File: config.mk
export PLATFORM = sky130hd
export DESIGN_NAME = wake_evt_ctrl
export DESIGN_NICKNAME = d
export VERILOG_FILES = /design/src/rtl/wake_evt_pkg.sv /design/src/rtl/wake_sticky_bit.sv /design/src/rtl/wake_status_bank.sv /design/src/rtl/wake_enable_reg.sv /design/src/rtl/wake_pme_gen.sv /design/src/rtl/wake_evt_ctrl.sv
export SDC_FILE = /design/constraint.sdc
export NUM_CORES = 1
export LEC_CHECK = 0
export BUFFER_PORTS_ARGS = -buffer_cell sky130_fd_sc_hd__buf_2
export CORE_AREA = 2 2 39 41
export CTS_CLUSTER_SIZE = 10
export DETAILED_ROUTE_END_ITERATION = 8
export DIE_AREA = 0 0 41 43
export GPL_TIMING_DRIVEN = 0
export PLACE_DENSITY = 0.68
export SYNTH_ARGS = -nofsm -noshare
export SYNTH_HDL_FRONTEND = slang
export SYNTH_SLANG_ARGS = --single-unit
export TNS_END_PERCENT = 30
File: constraint.sdc
create_clock -name clk -period 0.81 [get_ports clk]
set_input_delay 0.081 -clock clk [delete_from_list [all_inputs] [get_ports clk]]
set_output_delay 0.081 -clock clk [all_outputs]
set_load 0.01 [all_outputs]
File: src/rtl/wake_evt_pkg.sv
package wake_evt_pkg;
   localparam int unsigned NUM_EV       = 3;
   localparam int unsigned POS_LINK     = 0;
   localparam int unsigned POS_MAGIC    = 1;
   localparam int unsigned POS_FRAME    = 2;
   localparam int unsigned POS_EN_LINK  = 8;
   localparam int unsigned POS_EN_MAGIC = 9;
   localparam int unsigned MIN_REG_W    = POS_EN_MAGIC + 1;
endpackage

File: src/rtl/wake_sticky_bit.sv
module wake_sticky_bit (
   input  logic clk,
   input  logic por_n,
   input  logic set_i,
   input  logic clr_i,
   output logic q_o
);
   always_ff @(posedge clk) begin
      if (!por_n)      q_o <= 1'b0;
      else if (set_i)  q_o <= 1'b1;
      else if (clr_i)  q_o <= 1'b0;
   end
endmodule

File: src/rtl/wake_status_bank.sv
module wake_status_bank #(
   parameter int unsigned NUM = 3
) (
   input  logic           clk,
   input  logic           por_n,
   input  logic [NUM-1:0] ev_i,
   input  logic [NUM-1:0] clr_i,
   output logic [NUM-1:0] q_o
);
   generate
      if (NUM < 1) begin : g_bad_num
         $error("wake_status_bank: NUM must be at least 1");
      end
      for (genvar i = 0; i < NUM; i++) begin : g_bit
         wake_sticky_bit u_bit (
            .clk   (clk),
            .por_n (por_n),
            .set_i (ev_i[i]),
            .clr_i (clr_i[i]),
            .q_o   (q_o[i])
         );
      end
   endgenerate
endmodule

File: src/rtl/wake_enable_reg.sv
module wake_enable_reg (
   input  logic clk,
   input  logic por_n,
   input  logic sys_rst_n,
   input  logic strap_pm_en,
   input  logic strap_wol_en,
   input  logic wr_i,
   input  logic wr_magic_i,
   input  logic wr_link_i,
   output logic en_magic_o,
   output logic en_link_o
);
   logic any_rst;
   logic magic_dflt;

   assign any_rst    = !por_n || !sys_rst_n;
   assign magic_dflt = strap_pm_en && strap_wol_en;

   always_ff @(posedge clk) begin
      if (any_rst) begin
         en_magic_o <= magic_dflt;
         en_link_o  <= 1'b0;
      end else if (wr_i) begin
         en_magic_o <= wr_magic_i;
         en_link_o  <= wr_link_i;
      end
   end
endmodule

File: src/rtl/wake_pme_gen.sv
module wake_pme_gen #(
   parameter int unsigned NUM = 3
) (
   input  logic           clk,
   input  logic           por_n,
   input  logic [NUM-1:0] ev_i,
   input  logic [NUM-1:0] mask_i,
   input  logic           clr_i,
   output logic           pme_o
);
   logic hit;
   assign hit = |(ev_i & mask_i);

   always_ff @(posedge clk) begin
      if (!por_n)      pme_o <= 1'b0;
      else if (hit)    pme_o <= 1'b1;
      else if (clr_i)  pme_o <= 1'b0;
   end
endmodule

File: src/rtl/wake_evt_ctrl.sv
module wake_evt_ctrl
   import wake_evt_pkg::*;
#(
   parameter int unsigned REG_W = 16
) (
   input  logic             clk,
   input  logic             por_n,
   input  logic             sys_rst_n,
   input  logic             strap_pm_en,
   input  logic             strap_wol_en,
   input  logic             ev_frame,
   input  logic             ev_magic,
   input  logic             ev_link,
   input  logic             reg_wr,
   input  logic [REG_W-1:0] reg_wdata,
   output logic [REG_W-1:0] reg_rdata,
   input  logic             pme_clr,
   output logic             pme_status
);
   logic [NUM_EV-1:0] ev_vec;
   logic [NUM_EV-1:0] clr_vec;
   logic [NUM_EV-1:0] status;
   logic [NUM_EV-1:0] pme_mask;
   logic              en_magic;
   logic              en_link;
   logic              unused_wdata_bits;

   generate
      if (REG_W < MIN_REG_W) begin : g_bad_width
         $error("wake_evt_ctrl: REG_W too narrow for the enable bits");
      end
   endgenerate

   assign ev_vec[POS_LINK]  = ev_link;
   assign ev_vec[POS_MAGIC] = ev_magic;
   assign ev_vec[POS_FRAME] = ev_frame;

   generate
      for (genvar i = 0; i < NUM_EV; i++) begin : g_clr
         assign clr_vec[i] = reg_wr && reg_wdata[i];
      end
   endgenerate

   wake_status_bank #(.NUM(NUM_EV)) u_status (
      .clk   (clk),
      .por_n (por_n),
      .ev_i  (ev_vec),
      .clr_i (clr_vec),
      .q_o   (status)
   );

   wake_enable_reg u_enable (
      .clk          (clk),
      .por_n        (por_n),
      .sys_rst_n    (sys_rst_n),
      .strap_pm_en  (strap_pm_en),
      .strap_wol_en (strap_wol_en),
      .wr_i         (reg_wr),
      .wr_magic_i   (reg_wdata[POS_EN_MAGIC]),
      .wr_link_i    (reg_wdata[POS_EN_LINK]),
      .en_magic_o   (en_magic),
      .en_link_o    (en_link)
   );

   assign pme_mask[POS_LINK]  = en_link;
   assign pme_mask[POS_MAGIC] = en_magic;
   assign pme_mask[POS_FRAME] = 1'b1;

   wake_pme_gen #(.NUM(NUM_EV)) u_pme (
      .clk    (clk),
      .por_n  (por_n),
      .ev_i   (ev_vec),
      .mask_i (pme_mask),
      .clr_i  (pme_clr),
      .pme_o  (pme_status)
   );

   always_comb begin
      reg_rdata                 = '0;
      reg_rdata[NUM_EV-1:0]     = status;
      reg_rdata[POS_EN_LINK]    = en_link;
      reg_rdata[POS_EN_MAGIC]   = en_magic;
   end

   assign unused_wdata_bits = ^reg_wdata;
endmodule

Word level (Yosys, flattened, before mapping). Cells that the tools add are included.

Register bits: 6. Bits in latches: 0. Memory bits (writable): 0. Bits in read-only memories: 0. Bits of input ports: 26. Output and inout port bits: 17. Logic and storage cells: 30. Memories kept: 0.

$add $sub $neg: 0. $mul: 0. Divide/modulo/power cells: 0. $lt $le $gt $ge: 0. Eq/ne operators: 0. Shift-type cells: 0. Mux-type cells: 10. Bitwise gates (word level): 1. Reductions and logical operators: 13.

Operators with widths (number): 1-bit two-way mux (10); 2-bit nonzero test (5); 1-bit logical AND (4); 3-bit bitwise AND (1); 3-bit OR reduction (1); 1-bit logical NOT (2); 1-bit logical OR (1).

Depth between registers and ports, before layout.
Word-level depth: 3. Gate-level depth with buffers: 2. Mapped depth without buffers: 2.

Hierarchy. From an unflattened synthesis, not the netlist that was laid out.

Cells, all modules: 41. Area total of the unflattened synthesis: 384.1 sq um.

Modules (own cells, without submodules): wake_evt_ctrl (times used 1, cells each 18, area an instance 123.9 sq um, seq. area each 0.0 sq um); wake_sticky_bit (times used 3, cells each 3, area an instance 41.3 sq um, seq. area each 20.0 sq um); wake_enable_reg (times used 1, cells each 8, area an instance 88.8 sq um, seq. area each 50.0 sq um); wake_pme_gen (times used 1, cells each 6, area an instance 47.5 sq um, seq. area each 20.0 sq um).

Least setup slack after synthesis. OpenSTA, ideal clock, no wires.

Kind: reg-to-reg. Start: register u_enable.en_magic_o. End: register u_pme.pme_o. Setup time: 122 ps. Arrival: 576 ps. Data required time: 688 ps. Setup slack: 112 ps. Cell stages (with the launch flop): 3. Buffers on the path: 0. Period minus slack after synthesis: 698 ps. Path through: edfxtp_1 > a21oi_1 > a31oi_1.

Longest elaborated chain between the ends: 3. Elaborated cells on any way between the ends: 4. Those cells by class: 1 x mux; 1 x bitwise; 2 x reduce/logical.

Ends and longest elaborated chain: from (decl) (RTL line wake_enable_reg.sv:10) `output logic en_magic_o,`; from (signal assigned) (RTL line wake_enable_reg.sv:21) `en_magic_o <= magic_dflt;`; from (signal assigned) (RTL line wake_enable_reg.sv:24) `en_magic_o <= wr_magic_i;`; 3-bit bitwise AND (*) (RTL line wake_pme_gen.sv:12) `assign hit = |(ev_i & mask_i);`; 3-bit OR reduction (*) (RTL line wake_pme_gen.sv:12); 1-bit two-way mux or 2-bit nonzero test (tied branches); to (signal assigned) (RTL line wake_pme_gen.sv:15) `if (!por_n) pme_o <= 1'b0;`; to (signal assigned) (RTL line wake_pme_gen.sv:16) `else if (hit) pme_o <= 1'b1;`; to (signal assigned) (RTL line wake_pme_gen.sv:17) `else if (clr_i) pme_o <= 1'b0;`; to (decl) (RTL line wake_pme_gen.sv:9) `output logic pme_o`.

Every way passes the cells marked *; elsewhere a longest branch is shown, timed or not. A chain may end at the register's enable or synchronous reset.

Worst setup path in the final report.
Start: register u_enable.en_magic_o. End: output port reg_rdata[9].

RTL lines: to (decl) (RTL line wake_evt_ctrl.sv:16) `output logic [REG_W-1:0] reg_rdata,`.

No word-level cell between the ends.

==> impl_metrics.py <==
metrics = {
    "run_status": {
        "status": "finished, violations left",
        "violations": "setup timing",
    },
    "die": {
        "die_w_um": 41,
        "fp.dieArea_mm2": 0.001763,
        "initial_core_util": 0.2640,
        "rows": 14,
        "ios": 43,
        "dieHeight_um": 43,
        "coreArea_mm2": 0.001384,
    },
    "global_route": {
        "grt_usage": 0.09265,
        "grt_overflow_total": 0,
        "antenna_found_initial": 0,
        "grt_pass1_vias": 283,
        "grt_max_degree": 7,
        "grt_pass1_wl_um": 1028,
    },
    "drt": {
        "viasPerCell": 3.656,
        "drc": 0,
        "dr.pass1.iters": 4,
        "drt_iter0_drc": 1,
        "wl_um": 688,
        "ant_nets": 0,
        "wl_per_cell_um": 7.644,
        "routed-via-count": 329,
    },
    "logic_synthesis": {
        "ys_seq_area_frac": 0.3562,
        "synth_fa_ha_area_frac": 0,
        "syn_area_per_cell_um2": 9.134,
        "ys_warn_count": 0,
        "synth_top_family_by_area": "buffers and inverters",
        "synth_seq_cells": 6,
        "synth.distinct_cells": 17,
        "syn_inst": 40,
        "synth_xor_area_frac": 0,
        "syn_area_um2": 365.4,
        "synth_top_area_frac": 0.3288,
        "synth_largest_area_cell": "buf_4",
        "synth_compound_area_frac": 0.1781,
        "synth_area_leaders": "buf_4 33%, dfxtp_1 27%, edfxtp_1 8.2%, a21boi_0 6.2%, o21a_1 6.2%",
        "synthMuxAreaShare": 0.02740,
        "yosys.area_share.simple": 0.08904,
    },
    "timing": {
        "maxSlewViolCount": 0,
        "layout_setup_ws_ns": -0.1501,
        "max_freq_ghz": 1.042,
        "final.period_utilization": 1.185,
        "rsz0062_at_grt": "true",
        "setup_viol": 5,
        "hold_violations": 0,
        "final.min_clock_period_ns": 0.9601,
        "skew_ns": 0.001913,
    },
    "setup_path": {
        "critPathKind": "register to primary output",
        "crit_fanout": 2,
        "crit_required_ns": 0.73,
        "startpoint_type": "register",
        "critPathCaptureType": "primary output",
        "arrival_ns": 0.88,
    },
    "layout": {
        "nets": 101,
        "drive_gt1_frac": 0.5946,
        "syn_to_final_growth_pct": 55.82,
        "diodes": 0,
        "nFillCells": 147,
        "multiInputGateArea_um2": 152.6,
        "seqCellArea_um2": 133.9,
    },
    "clock_tree": {
        "h-tree-depth": 1,
        "clockBufferDepth": 2,
        "numCtsBuffers": 3,
        "cts.sinks": 6,
        "ctsRootBufferMaster": "clkbuf_4",
        "cts_tree": "yes",
        "clkTransAtPathRegs_ns": 0.05,
        "insertion_delay_ns": 0.25,
    },
    "flow_run": {
        "max_cap_violations": 0,
    },
    "power_and_ir_drop": {
        "p_total_mw": 0.8528,
        "power_density_mw_per_mm2": 1498,
        "ir_drop_uv": 816.7,
        "power_leakage_nw": 0.3183,
    },
    "worst_hold_path": {
        "hold_class": "input port to register",
    },
    "placement": {
        "place_congestion": 0.6425,
        "pre_cts_ws_ns": -0.01872,
        "portBuffers": 20,
    },
}
through the flow:
stage               std cells  hold WS [ns]  utilization  TNS [ns]  cell area, µm²
floorplan                  50        0.1903            -         0           402.9
global placement           86        0.3064       0.3779  -0.01329           523.0
detailed placement         86        0.3109       0.3779  -0.01872           523.0
CTS                        91       0.05376       0.4105   -0.5241           568.0
global route               90       0.05956       0.4114   -0.5783           569.3
finish                     90       0.05762       0.4114   -0.3719           569.3
state kept, by name (all words and copies together), names as in the netlist:
| register | flops |
|---|---|
| u_status.g_bit.u_bit.q_o | 3 |
| u_enable.en_link_o | 1 |
| u_enable.en_magic_o | 1 |
| u_pme.pme_o | 1 |
Yosys cell counts:
| cell type | instances |
|---|---|
| buf_4 | 16 |
| dfxtp_1 | 5 |
| a21boi_0 | 3 |
| o21a_1 | 3 |
| a21oi_1 | 1 |
| a31o_1 | 1 |
| a31oi_1 | 1 |
| and3_1 | 1 |
| conb_1 | 1 |
| edfxtp_1 | 1 |
| inv_1 | 1 |
| mux2i_1 | 1 |
| nand2_1 | 1 |
| nand2_2 | 1 |
| nand2b_1 | 1 |
| nor2_1 | 1 |
| or2_1 | 1 |
placed cells by master (no fill, tap or decap), drive strengths merged:
cell,n
nand2b,1
nor2,1
o21a,3
mux2i,1
nand2,2
a31oi,1
conb,11
a21oi,1
edfxtp,1
or2,1
a31o,1
buf,36
dfxtp,5
and3,1
a21boi,3
clkbuf,4
inv,1
worst max-delay path: stages, from the launching register on:
cell and delay (ns):
edfxtp_1 0.38, buf_4 0.15, buf_6 0.11
cell type report:
| type | instances | area share |
|---|---|---|
| sequential | 6 | 0.2352 |
| clock buffer | 4 | 0.04615 |
| multi-input combinational | 27 | 0.2681 |
| tap | 16 | 0.03516 |
| timing repair buffer | 21 | 0.2110 |
| inverter | 1 | 0.006593 |
| buffer | 15 | 0.1978 |
cell families after synthesis:
logic type / after synthesis
simple gates: 6
flops: 6
buf+inv: 17
mux: 1
other cells: 1
compound gates: 9
path summary, 6_finish.rpt:
| path | start | cells past startpoint | to | slack, ns |
|---|---|---|---|---|
| setup / recovery | u_enable.en_magic_o | 2 | reg_rdata[9] | -0.15 |
| hold reg to reg | u_pme.pme_o | 2 | u_pme.pme_o | 0.48 |
| hold / removal | ev_link | 2 | u_status.g_bit[0].u_bit.q_o | 0.06 |
| setup reg to reg | u_enable.en_magic_o | 3 | u_pme.pme_o | -0.02 |
routing by layer:
metal	track usage	vias up	wire length, µm
met2	0.1500	24	331
met3	0.08377	0	108
met1	0.07143	131	248
met4	0.04000	0	0
met5	0	-	0
li1	-	174	-
timing repair:
action,CTS,global route
setup endpoints to repair,5,7
buffers inserted,1,0
pin swaps,2,0
gates resized for setup,3,3
hold buffers,0,0
where the power goes:
part | switching [mW] | internal, mW | leakage (nW) | total (mW)
combinational | 0.0849 | 0.127 | 0.250 | 0.212
sequential | 0.0108 | 0.329 | 0.0535 | 0.339
clock | 0.115 | 0.187 | 0.0150 | 0.302
total | 0.210 | 0.642 | 0.318 | 0.853
Note: power is estimated with default switching activity, not from simulation.
